`config.mk`:
```
export PLATFORM = sky130hd
export DESIGN_NAME = pwr_feed_supervisor
export DESIGN_NICKNAME = d
export VERILOG_FILES = /design/src/rtl/pwr_sup_pkg.sv /design/src/rtl/pwr_sup_regs.sv /design/src/rtl/pwr_feed_monitor.sv /design/src/rtl/pwr_feed_supervisor.sv
export SDC_FILE = /design/constraint.sdc
export NUM_CORES = 1
export LEC_CHECK = 0
export ABC_AREA = 1
export BUFFER_PORTS_ARGS = -buffer_cell sky130_fd_sc_hd__buf_4
export CORE_MARGIN = 4
export CORE_UTILIZATION = 45
export CTS_CLUSTER_DIAMETER = 30
export DETAILED_ROUTE_END_ITERATION = 10
export PLACE_DENSITY = 0.66
export SLEW_MARGIN = 10
export SYNTH_ARGS = -nofsm -noshare
export SYNTH_HDL_FRONTEND = slang
export SYNTH_SLANG_ARGS = --single-unit
```
`constraint.sdc`:
```
create_clock -name clk -period 6.7 [get_ports clk]
set_input_delay 0.67 -clock clk [delete_from_list [all_inputs] [get_ports clk]]
set_output_delay 0.67 -clock clk [all_outputs]
set_load 0.05 [all_outputs]
```
`src/rtl/pwr_sup_pkg.sv`:
```
package pwr_sup_pkg;
    localparam int DATA_W = 16;
    localparam int ADDR_W = 3;

    localparam logic [ADDR_W-1:0] A_UV_SET = 3'd0;
    localparam logic [ADDR_W-1:0] A_UV_CLR = 3'd1;
    localparam logic [ADDR_W-1:0] A_OV_SET = 3'd2;
    localparam logic [ADDR_W-1:0] A_OV_CLR = 3'd3;
    localparam logic [ADDR_W-1:0] A_OC_LIM = 3'd4;
    localparam logic [ADDR_W-1:0] A_PRES   = 3'd5;
    localparam logic [ADDR_W-1:0] A_CTRL   = 3'd6;
    localparam logic [ADDR_W-1:0] A_STAT   = 3'd7;

    localparam logic [DATA_W-1:0] DEF_UV_SET = 16'd4000;
    localparam logic [DATA_W-1:0] DEF_UV_CLR = 16'd4200;
    localparam logic [DATA_W-1:0] DEF_OV_SET = 16'd6000;
    localparam logic [DATA_W-1:0] DEF_OV_CLR = 16'd5800;
    localparam logic [DATA_W-1:0] DEF_OC_LIM = 16'd2000;
    localparam logic [DATA_W-1:0] DEF_PRES   = 16'd500;

    typedef struct packed {
        logic [DATA_W-1:0] uv_set;
        logic [DATA_W-1:0] uv_clr;
        logic [DATA_W-1:0] ov_set;
        logic [DATA_W-1:0] ov_clr;
        logic [DATA_W-1:0] oc_lim;
        logic [DATA_W-1:0] pres;
    } thr_t;

    typedef struct packed {
        logic present;
        logic uv;
        logic ov;
        logic oc;
    } feed_st_t;
endpackage

```
`src/rtl/pwr_sup_regs.sv`:
```
module pwr_sup_regs
    import pwr_sup_pkg::*;
#(
    parameter int N_FEED = 2
) (
    input  logic              clk,
    input  logic              rst_n,
    input  logic              we,
    input  logic [ADDR_W-1:0] addr,
    input  logic [DATA_W-1:0] wdata,
    input  logic              irq_set,
    input  logic              on_sec,
    output thr_t              thr,
    output logic [N_FEED-1:0] mask,
    output logic              irq,
    output logic [DATA_W-1:0] rdata
);
    typedef struct packed {
        thr_t              thr;
        logic [N_FEED-1:0] mask;
        logic              irq;
    } reg_st_t;

    reg_st_t st_d, st_q;

    always_comb begin
        st_d = st_q;
        if (we) begin
            unique case (addr)
                A_UV_SET: st_d.thr.uv_set = wdata;
                A_UV_CLR: st_d.thr.uv_clr = wdata;
                A_OV_SET: st_d.thr.ov_set = wdata;
                A_OV_CLR: st_d.thr.ov_clr = wdata;
                A_OC_LIM: st_d.thr.oc_lim = wdata;
                A_PRES:   st_d.thr.pres   = wdata;
                A_CTRL:   st_d.mask       = wdata[N_FEED-1:0];
                A_STAT:   if (wdata[0]) st_d.irq = 1'b0;
                default:  ;
            endcase
        end
        // a fresh alarm edge takes precedence over a clearing write
        if (irq_set) st_d.irq = 1'b1;
    end

    always_ff @(posedge clk or negedge rst_n) begin
        if (!rst_n) begin
            st_q.thr  <= '{uv_set: DEF_UV_SET, uv_clr: DEF_UV_CLR,
                           ov_set: DEF_OV_SET, ov_clr: DEF_OV_CLR,
                           oc_lim: DEF_OC_LIM, pres: DEF_PRES};
            st_q.mask <= '0;
            st_q.irq  <= 1'b0;
        end else begin
            st_q <= st_d;
        end
    end

    always_comb begin
        rdata = '0;
        unique case (addr)
            A_UV_SET: rdata = st_q.thr.uv_set;
            A_UV_CLR: rdata = st_q.thr.uv_clr;
            A_OV_SET: rdata = st_q.thr.ov_set;
            A_OV_CLR: rdata = st_q.thr.ov_clr;
            A_OC_LIM: rdata = st_q.thr.oc_lim;
            A_PRES:   rdata = st_q.thr.pres;
            A_CTRL:   rdata[N_FEED-1:0] = st_q.mask;
            A_STAT:   rdata[1:0] = {on_sec, st_q.irq};
            default:  rdata = '0;
        endcase
    end

    assign thr  = st_q.thr;
    assign mask = st_q.mask;
    assign irq  = st_q.irq;
endmodule

```
`src/rtl/pwr_feed_monitor.sv`:
```
module pwr_feed_monitor
    import pwr_sup_pkg::*;
#(
    parameter int OC_HYST_DIV = 20
) (
    input  logic              clk,
    input  logic              rst_n,
    input  logic              smp_vld,
    input  logic [DATA_W-1:0] volt,
    input  logic [DATA_W-1:0] curr,
    input  thr_t              thr,
    input  logic              mask,
    output logic              uv_alarm,
    output logic              ov_alarm,
    output logic              oc_alarm,
    output logic              led_green,
    output logic              led_red
);
    feed_st_t          st_d, st_q;
    logic [DATA_W-1:0] oc_clr;

    assign oc_clr = thr.oc_lim - (thr.oc_lim / DATA_W'(OC_HYST_DIV));

    always_comb begin
        st_d = st_q;
        if (smp_vld) begin
            st_d.present = (volt >= thr.pres);
            st_d.uv = st_q.uv ? (volt < thr.uv_clr) : (volt < thr.uv_set);
            st_d.ov = st_q.ov ? (volt > thr.ov_clr) : (volt > thr.ov_set);
            st_d.oc = st_q.oc ? (curr > oc_clr)     : (curr > thr.oc_lim);
        end
    end

    always_ff @(posedge clk or negedge rst_n) begin
        if (!rst_n) st_q <= '0;
        else        st_q <= st_d;
    end

    // Mask gates reporting only; the hysteresis state keeps tracking.
    assign uv_alarm  = st_q.uv & ~mask;
    assign ov_alarm  = st_q.ov & ~mask;
    assign oc_alarm  = st_q.oc & ~mask;
    assign led_green = st_q.present & ~(st_q.uv | st_q.ov);
    assign led_red   = st_q.present &  (st_q.uv | st_q.ov);
endmodule

```
`src/rtl/pwr_feed_supervisor.sv`:
```
module pwr_feed_supervisor
    import pwr_sup_pkg::*;
#(
    parameter int OC_HYST_DIV = 20
) (
    input  logic        clk,
    input  logic        rst_n,
    input  logic [1:0]  smp_vld,
    input  logic [15:0] volt_a,
    input  logic [15:0] curr_a,
    input  logic [15:0] volt_b,
    input  logic [15:0] curr_b,
    input  logic        reg_we,
    input  logic [2:0]  reg_addr,
    input  logic [15:0] reg_wdata,
    output logic [15:0] reg_rdata,
    output logic [1:0]  uv_alarm,
    output logic [1:0]  ov_alarm,
    output logic [1:0]  oc_alarm,
    output logic        on_secondary,
    output logic        irq,
    output logic [1:0]  led_green,
    output logic [1:0]  led_red
);
    localparam int N_FEED = 2;
    localparam int N_ALM  = 3 * N_FEED;

    typedef struct packed {
        logic [N_ALM-1:0] alm_prev;
        logic             on_sec;
    } top_st_t;

    thr_t              thr;
    logic [N_FEED-1:0] ctrl_mask;
    logic [DATA_W-1:0] volt [N_FEED];
    logic [DATA_W-1:0] curr [N_FEED];
    logic [N_ALM-1:0]  alm_now;
    logic              irq_set;
    top_st_t           st_d, st_q;

    assign volt[0] = volt_a;
    assign volt[1] = volt_b;
    assign curr[0] = curr_a;
    assign curr[1] = curr_b;

    for (genvar g = 0; g < N_FEED; g++) begin : g_feed
        pwr_feed_monitor #(.OC_HYST_DIV(OC_HYST_DIV)) i_mon (
            .clk       (clk),
            .rst_n     (rst_n),
            .smp_vld   (smp_vld[g]),
            .volt      (volt[g]),
            .curr      (curr[g]),
            .thr       (thr),
            .mask      (ctrl_mask[g]),
            .uv_alarm  (uv_alarm[g]),
            .ov_alarm  (ov_alarm[g]),
            .oc_alarm  (oc_alarm[g]),
            .led_green (led_green[g]),
            .led_red   (led_red[g])
        );
    end

    assign alm_now = {oc_alarm, ov_alarm, uv_alarm};
    assign irq_set = |(alm_now & ~st_q.alm_prev);

    always_comb begin
        st_d          = st_q;
        st_d.alm_prev = alm_now;
        st_d.on_sec   = uv_alarm[0] | ov_alarm[0] | oc_alarm[0];
    end

    always_ff @(posedge clk or negedge rst_n) begin
        if (!rst_n) st_q <= '0;
        else        st_q <= st_d;
    end

    assign on_secondary = st_q.on_sec;

    pwr_sup_regs #(.N_FEED(N_FEED)) i_regs (
        .clk     (clk),
        .rst_n   (rst_n),
        .we      (reg_we),
        .addr    (reg_addr),
        .wdata   (reg_wdata),
        .irq_set (irq_set),
        .on_sec  (st_q.on_sec),
        .thr     (thr),
        .mask    (ctrl_mask),
        .irq     (irq),
        .rdata   (reg_rdata)
    );
endmodule

```
# ---- Yosys cells after proc, flatten, opt, wreduce, memory -nomap -nowiden
# Cells that the tools add are included.
dict set report totals {
  memories 0
  register_bits 114
  latch_bits 0
  ramBits 0
  inputBits 88
  elab_cells 86
  rom_bits 0
}
dict set report classes {
  n_mul 0
  reduce_logical 13
  addsub 1
  n_div 1
  muxes 12
  bitwise_logic 20
  shift 0
  n_eq_ne 7
  order_cmp 14
}
# operator count
set op_table {}
lappend op_table {{16-bit > comparator} 8}
lappend op_table {{14-bit one-hot mux with 6 select lines} 1}
lappend op_table {{16-bit < comparator} 4}
lappend op_table {{16-bit greater-or-equal comparator} 2}
lappend op_table {{16-bit by 5-bit divider with 16-bit output (second input constant)} 1}
lappend op_table {{2-bit one-hot mux with 8 select lines} 1}
lappend op_table {{16-bit subtractor} 1}
lappend op_table {{2-bit AND reduction} 7}
lappend op_table {{3-bit equality test (second input constant)} 4}
lappend op_table {{1-bit AND} 10}
lappend op_table {{1-bit two-way mux} 10}
lappend op_table {{6-bit AND} 1}
lappend op_table {{3-bit by 2-bit equality test with 1-bit output (second input constant)} 2}
lappend op_table {{6-bit NOT} 1}
lappend op_table {{2-bit nonzero test} 3}
lappend op_table {{6-bit OR reduction} 1}
lappend op_table {{1-bit NOT} 4}
lappend op_table {{1-bit OR} 4}
lappend op_table {{3-bit by 1-bit equality test with 1-bit output (second input constant)} 1}
lappend op_table {{3-bit zero test} 1}
lappend op_table {{3-bit AND reduction} 1}

# ---- Longest topological paths before layout
# Gate-level depths: netlist (run 1).
dict set report depth {
  word_depth 6
  mapped_depth 78
}

# ---- By module
# Synthesis (run 1) repeated with hierarchy kept, for this count alone.
dict set report hier_totals {
  cells_unflattened 1908
  area_unflattened_um2 13464.2
}
# mod instances cells_each area_each_um2
set by_module_without_submodules {}
lappend by_module_without_submodules {pwr_sup_regs 1 571 4609.4}
lappend by_module_without_submodules {{pwr_feed_monitor (g_feed[1].i_mon)} 1 658 4309.1}
lappend by_module_without_submodules {{pwr_feed_monitor (g_feed[0].i_mon)} 1 647 4252.8}
lappend by_module_without_submodules {pwr_feed_supervisor 1 32 292.8}

# ---- Worst setup path after synthesis (run 1)
# OpenSTA, ideal clock, no wires.
dict set report synth_path {
  path_type {register to register}
  from {reg i_regs.thr[29] (netlist name)}
  to {reg g_feed[0].i_mon.st_q[0] in the netlist's numbering}
  arrival_ps 6979
  period_less_slack_ps 7100
  path_slack_ps -400
  t_required_ps 6580
  path_stages_with_launch 72
  n_path_buf 1
  path_cell_list {dfrtp_1 > buf_6 > nor2_1 > inv_2 > nor2_2 > inv_2 > o211ai_1 > inv_2 > a21oi_2 > nand2_2 > nand3_1 > nand3_2 > nand2_2 > nand2_2 > nand2_1 > nand2_1 > inv_2 > nand2_2 > (+36 left out) > a21oi_1 > o21bai_1 > a21oi_1 > o21ai_0 > a21oi_1 > o21bai_1 > a21oi_1 > o21bai_1 > a211o_1 > xor2_1 > ha_1 > a21oi_1 > nor2_1 > a2111oi_0 > o31ai_1 > o41ai_1 > a21oi_1 > a31o_2}
}
dict set report synth_via {
  elab_chain_len 4
  word_cells_on_any_way 5
}
# element line_no
set synth_rtl {}
lappend synth_rtl {{16-bit by 5-bit divider with 16-bit output} pwr_feed_monitor.sv:22} ;# assign oc_clr = thr.oc_lim - (thr.oc_lim / DATA_W'(OC_HYST_DIV));
lappend synth_rtl {{16-bit subtractor} pwr_feed_monitor.sv:22}
lappend synth_rtl {{16-bit > comparator} pwr_feed_monitor.sv:30} ;# st_d.oc = st_q.oc ? (curr > oc_clr) : (curr > thr.oc_lim);
lappend synth_rtl {{1-bit two-way mux (*)} pwr_feed_monitor.sv:30}
lappend synth_rtl {{to (signal assigned)} pwr_feed_monitor.sv:36} ;# else st_q <= st_d;
lappend synth_rtl {{to (decl)} pwr_feed_monitor.sv:19} ;# feed_st_t st_d, st_q;
# Mark *: on every way between the ends. The rest lies on a longest branch, timed or not.
# A chain may end at the register's enable or synchronous reset.

# ---- Final worst setup path (run 1)
dict set report layout_path {
  from {reg i_regs.thr[29] (netlist name)}
  to {reg g_feed[0].i_mon.st_q[0] in the netlist's numbering}
}
dict set report layout_via {
  elab_chain_len 4
  word_cells_on_any_way 5
}
# element line_no
set layout_rtl {}
lappend layout_rtl {{16-bit by 5-bit divider with 16-bit output} pwr_feed_monitor.sv:22}
lappend layout_rtl {{16-bit subtractor} pwr_feed_monitor.sv:22}
lappend layout_rtl {{16-bit > comparator} pwr_feed_monitor.sv:30}
lappend layout_rtl {{1-bit two-way mux (*)} pwr_feed_monitor.sv:30}
# Marks and branches as above.

==> results.cfg, run 1 <==
[floorplan]
die_y_um = 165
die_w_um = 165
ios = 116
core_region_area_um2 = 24300
dieArea_um2 = 27300
start_util = 0.458
num_rows = 57

[routing]
num_vias = 10700
wl_mm = 35.7
drt-pass1-iter-count = 6
ant_nets = 0
wl_per_cell_um = 18.5
drtIter0Drc = 912
via_per_inst = 5.56
drc = 0

[finish]
layout.nets = 1916
fillers = 2233
layout-drive-gt1-share = 0.244
area_growth_pct = 23.9
final_common_cell = nand2_1
diodes = 0
postLayoutCoreUtil = 0.568
layout_common_cells = nand2_1, ha_1, inv_1

[synth]
ys_seq_elements = 114
yosysUniqueCellTypes = 53
synth_area_leader_cell = ha_1
syn_nets = 1742
ys_seq_area_frac = 0.260
syn_inst = 1421
synth_edf_count = 0
ys_async_sr_fraction = 1.00
yosys_most_used_dff = dfrtp_1
yosys_warnings = 0
synth_top_area_share = 0.261
netlist_area_um2 = 11100
syn_area_per_cell_um2 = 7.84
yosys-top-cells-area = ha_1, dfrtp_1, nand2_1

[run]
cap_violations = 0

[placement]
io_buffer_count = 115
dpl_worst_slack_ns = -1.18
place.gp.congestion = 0.945
dpl.hpwl_mm = 27.8

[worst_setup_path]
worstPathArrival_ns = 8.26
end_kind = register
cp_num_cells = 69
path_max_fanout = 5
crit_slowest_cell = dfrtp_2
critPathLaunchType = register
crit_buf_inv = 10
cp.required_ns = 7.01
crit_path_frequent_cell = nand2_4
slowest_delay_ns = 0.46
critPathTopFamily = simple AND/OR/NAND/NOR gates
r2r_cells = 69
path_class = register to register

[global_route]
antenna_found_initial = 0
track_usage = 0.258
grt_pass1_wl_mm = 54.9
grt_pass1_vias = 10400
overflow = 0
grt_max_degree = 79

[timing]
setup-violations-final = 2
finalHoldViolCount = 0
layout_setup_ws_ns = -1.24
min_period_over_period = 1.19
worstMarginPinSlew_ns = 1.24
max_freq_ghz = 0.126
period_needed_ns = 7.94
finalClockSkew_ns = 0.0152
max_slew_margin = 0.172
rsz0062_at_grt = yes
report.final.slew_viol_count = 0

[clocking]
cts_tree = yes
cts-root-buf = clkbuf_16
clock_latency_ns = 0.43
cts.sinks = 114
clkSlewWorstSetupHoldPaths_ns = 0.06
cts_max_path_buffers = 2
cts-buffers-inserted = 17
hold_buffers = 0
htreeDepth = 4

[outcome]
status = finished, violations left
violations = negative setup slack

[worst_hold_path]
hp-class = primary input to asynchronous set/reset pin
[synthesized netlist by cell type (9+ instances only)]
master	number
nand2_1	259
ha_1	232
inv_1	198
o21ai_0	119
a21oi_1	98
dfrtp_1	79
nand3_1	49
nor2_1	44
dfstp_2	35
nand2_2	28
clkbuf_1	26
inv_2	21
nand4_1	21
o211ai_1	20
o21a_1	17
o22ai_1	17
nor3_1	16
o221ai_1	12
xor2_1	12
a221oi_1	11
a22oi_1	11
buf_4	10
a31oi_1	9
[metrics by stage]
step | hold slack, ns | std cells | setup TNS [ns] | instance area, µm²
finish | 0.197 | 1932 | -2.36 | 13800
global route | 0.239 | 1932 | -3.45 | 13800
CTS | 0.220 | 1916 | -1.54 | 13400
detailed placement | 0.473 | 1878 | -2.05 | 12700
global placement | 0.466 | 1878 | -1.36 | 12700
floorplan | 0.374 | 1421 | -0.413 | 11200
[timing repair]
item | 4_1_cts | 5_1_grt
pin swaps | 6 | 60
setup endpoints to repair | 2 | 2
gates resized for setup | 21 | 69
setup buffers | 6 | 16
[layer usage]
layer | track usage | up-vias | part of all wire
met5 | 0 | - | 0
met4 | 0.0757 | 0 | 0.030
met3 | 0.0484 | 62 | 0.064
met2 | 0.419 | 326 | 0.46
met1 | 0.350 | 5081 | 0.44
li1 | - | 5279 | -
[logic make-up after synthesis]
| logic type | after synthesis | synth area share |
|---|---|---|
| simple gates | 436 | 0.174 |
| buf+inv | 256 | 0.0903 |
| mux | 1 | 0.000899 |
| fa+ha+maj | 233 | 0.262 |
| xor+xnor | 14 | 0.0110 |
| compound gates | 367 | 0.201 |
| flops | 114 | 0.260 |
[state kept, by name (all words and copies together), names as in the netlist]
signal	cells
g_feed.i_mon.st_q	8
i_regs.irq	1
i_regs.mask	2
i_regs.thr	96
on_secondary	1
st_q	6
[layout make-up]
type                       instances  area [µm²]  share of cell area
multi-input combinational       1051        7680               0.556
sequential                       114        2900               0.210
timing repair buffer             192        1440               0.104
inverter                         219         830              0.0601
clock buffer                      22         464              0.0336
tap                              324         405              0.0294
clock inverter                    10        85.1             0.00616
[worst paths after layout]
| kind | end | slack (ns) | start |
|---|---|---|---|
| max | g_feed[0].i_mon.st_q[0] | -1.24 | i_regs.thr[29] |
| max in group asynchronous | i_regs.thr[68] | 5.09 | rst_n |
| min in group clk | i_regs.thr[61] | 0.48 | i_regs.thr[61] |
| min | g_feed[1].i_mon.st_q[2] | 0.20 | rst_n |
| max reg2reg | g_feed[0].i_mon.st_q[0] | -1.24 | i_regs.thr[29] |
| min reg2reg | i_regs.thr[61] | 0.48 | i_regs.thr[61] |
Power of run 1 is left out: the tool's default activity adds up to more than one toggle a clock period on the data nets, which glitch-free logic cannot reach.
==> run 2: changes to the inputs <==
--- a/config.mk
+++ b/config.mk
@@ -11,8 +11,9 @@
 export CORE_UTILIZATION = 45
 export CTS_CLUSTER_DIAMETER = 30
 export DETAILED_ROUTE_END_ITERATION = 10
-export PLACE_DENSITY = 0.66
+export PLACE_DENSITY = 0.65
 export SLEW_MARGIN = 10
 export SYNTH_ARGS = -nofsm -noshare
 export SYNTH_HDL_FRONTEND = slang
+export SYNTH_HIERARCHICAL = 1
 export SYNTH_SLANG_ARGS = --single-unit
==> run 2 against run 1 <==
- the flow still finishes with violations (negative setup slack)
- design area grew 18%
- core utilization shrank 1.8 points
- non-clock buffer count grew 24
- clock-buffer cell count shrank 4
- sequential share of layout area shrank 3.2 points
- critical path depth is the same
- synthesized area grew 21%
- clock skew shrank 0.0014 ns
==> results.cfg, run 2 <==
[outcome]
status = finished, violations left
violations = negative setup slack

[synth]
yosys-top-cells-area = ha_1, dfrtp_1, nand2_1
syn_inst = 1908
ys_seq_elements = 114
syn_nets = 2242
yosysUniqueCellTypes = 57
netlist_area_um2 = 13500
synthTopCellsByCount = nand2_1, inv_1, ha_1, nand3_1, a21oi_1
ys_async_sr_fraction = 1.00
synth_edf_count = 0
yosys_warnings = 6
synth_area_leader_cell = ha_1
syn_area_per_cell_um2 = 7.06
synth.most_common_cell = nand2_1
yosys_most_used_dff = dfrtp_1
ys_seq_area_frac = 0.215
synth_top_area_share = 0.227

[worst_setup_path]
r2r_slack_ns = -0.89
cp.required_ns = 7.06
critPathLaunchType = register
slowest_delay_ns = 0.40
crit_slowest_cell = dfrtp_2
r2r-end = g_feed[1].i_mon/st_q[0]
r2r_cells = 69
worstPathArrival_ns = 7.95
crit_path_frequent_cell = nand2_4
r2r_start = i_regs/thr[31]
path_class = register to register
end_kind = register
path_max_fanout = 5

[timing]
min_period_over_period = 1.13
worstMarginPinSlew_ns = 1.16
finalHoldViolCount = 0
finalClockSkew_ns = 0.0137
period_needed_ns = 7.59
max_freq_ghz = 0.132
rsz0062_at_grt = yes
report.final.slew_viol_count = 0
fin_hold_ws_ns = 0.248
layout_setup_ws_ns = -0.893
max_slew_margin = 0.224
setup-violations-final = 2

[clocking]
cts_tree = yes
hold_buffers = 0
cts_max_path_buffers = 2
cts.sinks = 114
clkSlewWorstSetupHoldPaths_ns = 0.07
clock_latency_ns = 0.43
cts-buffers-inserted = 17
cts-root-buf = clkbuf_16
htreeDepth = 4

[placement]
io_buffer_count = 115
place_inst = 2461
dpl.hpwl_mm = 33.3
place.gp.congestion = 0.909
dpl_worst_slack_ns = -0.749

[finish]
fillers = 2817
postLayoutCoreUtil = 0.550
largest_register = i_regs/thr
layout.nets = 2439
stdcell_count = 2508
layout_common_cells = nand2_1, inv_1, ha_1
reg_top3 = i_regs/thr (96), g_feed.i_mon/st_q (8), st_q (6)
largest_reg_flops = 96
diodes = 0
final_common_cell = nand2_1
layout-drive-gt1-share = 0.226
area_growth_pct = 20.6

[global_route]
track_usage = 0.254
grt_pass1_wl_mm = 66.8
antenna_found_initial = 3
grt_max_degree = 71
overflow = 0
grt_pass1_vias = 12900

[run]
cap_violations = 0

[routing]
via_per_inst = 5.29
drtIter0Drc = 858
num_vias = 13300
ant_nets = 0
drt-pass1-iter-count = 6
wl_mm = 42.7
drc = 0
wl_per_cell_um = 17.0

[floorplan]
core_region_area_um2 = 29600
die_y_um = 181
die_w_um = 181
ios = 116
num_rows = 63
dieArea_um2 = 32800
start_util = 0.455

[worst_hold_path]
hp-class = primary input to asynchronous set/reset pin
==> run 2: cell types whose count changed in the layout (fill, tap and decap cells not counted), sizes merged, moves of 9 or more <==
| cell | change |
|---|---|
| nand4 | +11 |
| a221oi | -9 |
| o22ai | -17 |
| inv | +144 |
| o21ai | +11 |
| nand2 | +215 |
| buf | +24 |
| xor2 | +14 |
| o211ai | -11 |
| nor2 | +43 |
| nand3 | +68 |
| ha | +12 |
| a22oi | -10 |
==> run 2: per-stage QoR <==
stage	setup TNS, ns	instance area (µm²)
after CTS	-1.33	15800
after global placement	-0.832	15200
after detailed placement	-1.44	15200
after global routing	-2.95	16200
final	-1.64	16200
after floorplan	-0.0771	13500
==> run 2: area by class of cell <==
type / count / area, µm² / share of cell area
tap: 390 / 488 / 0.0300
clock inverter: 14 / 93.8 / 0.00578
multi-input combinational: 1393 / 9320 / 0.574
inverter: 363 / 1370 / 0.0845
sequential: 114 / 2900 / 0.179
clock buffer: 18 / 429 / 0.0264
timing repair buffer: 216 / 1640 / 0.101
==> run 2: kinds of logic (layout without fill, tap and decap cells) <==
kind of cell    after synthesis  in the layout  share of synthesized area
flops                       114            114                      0.215
compound gates              338            338                      0.149
mux                           2              2                    0.00158
fa+ha+maj                   246            246                      0.230
xor+xnor                     30             30                     0.0195
buf+inv                     401            611                      0.120
simple gates                777            777                      0.266
==> run 2: worst max-delay path by stage <==
stage                     cells past startpoint                      end            from  slack (ns)
after global routing                         73  g_feed[1].i_mon/st_q[0]  i_regs/thr[31]       -1.54
final                                        69  g_feed[1].i_mon/st_q[0]  i_regs/thr[31]       -0.89
after CTS                                    70  g_feed[0].i_mon/st_q[0]  i_regs/thr[29]       -0.67
after detailed placement                     70  g_feed[1].i_mon/st_q[0]  i_regs/thr[29]       -0.75
after floorplan                              72  g_feed[0].i_mon/st_q[0]  i_regs/thr[29]       -0.04
after global placement                       70  g_feed[1].i_mon/st_q[0]  i_regs/thr[29]       -0.48
==> run 2: critical path, delay by kind of cell, from the launching register on <==
kind	cells	cell delay, ns
xor+xnor	1	0.08
flops	1	0.40
fa+ha+maj	2	0.53
simple gates	42	3.62
buf+inv	10	0.80
compound gates	14	2.03
==> run 2: layer usage <==
metal,share of wire,vias up,global-route usage
met1,0.43,6174,0.320
met2,0.49,343,0.446
met5,0.00049,-,0
li1,-,6662,-
met3,0.045,95,0.0300
met4,0.039,4,0.0991
==> run 2: what timing repair did <==
item	CTS	global route
pin swaps	1	60
gates resized for setup	4	88
endpoints found under the setup margin	2	2
cloned	0	0
buffers inserted	2	13
Power of run 2 is left out for the same reason.
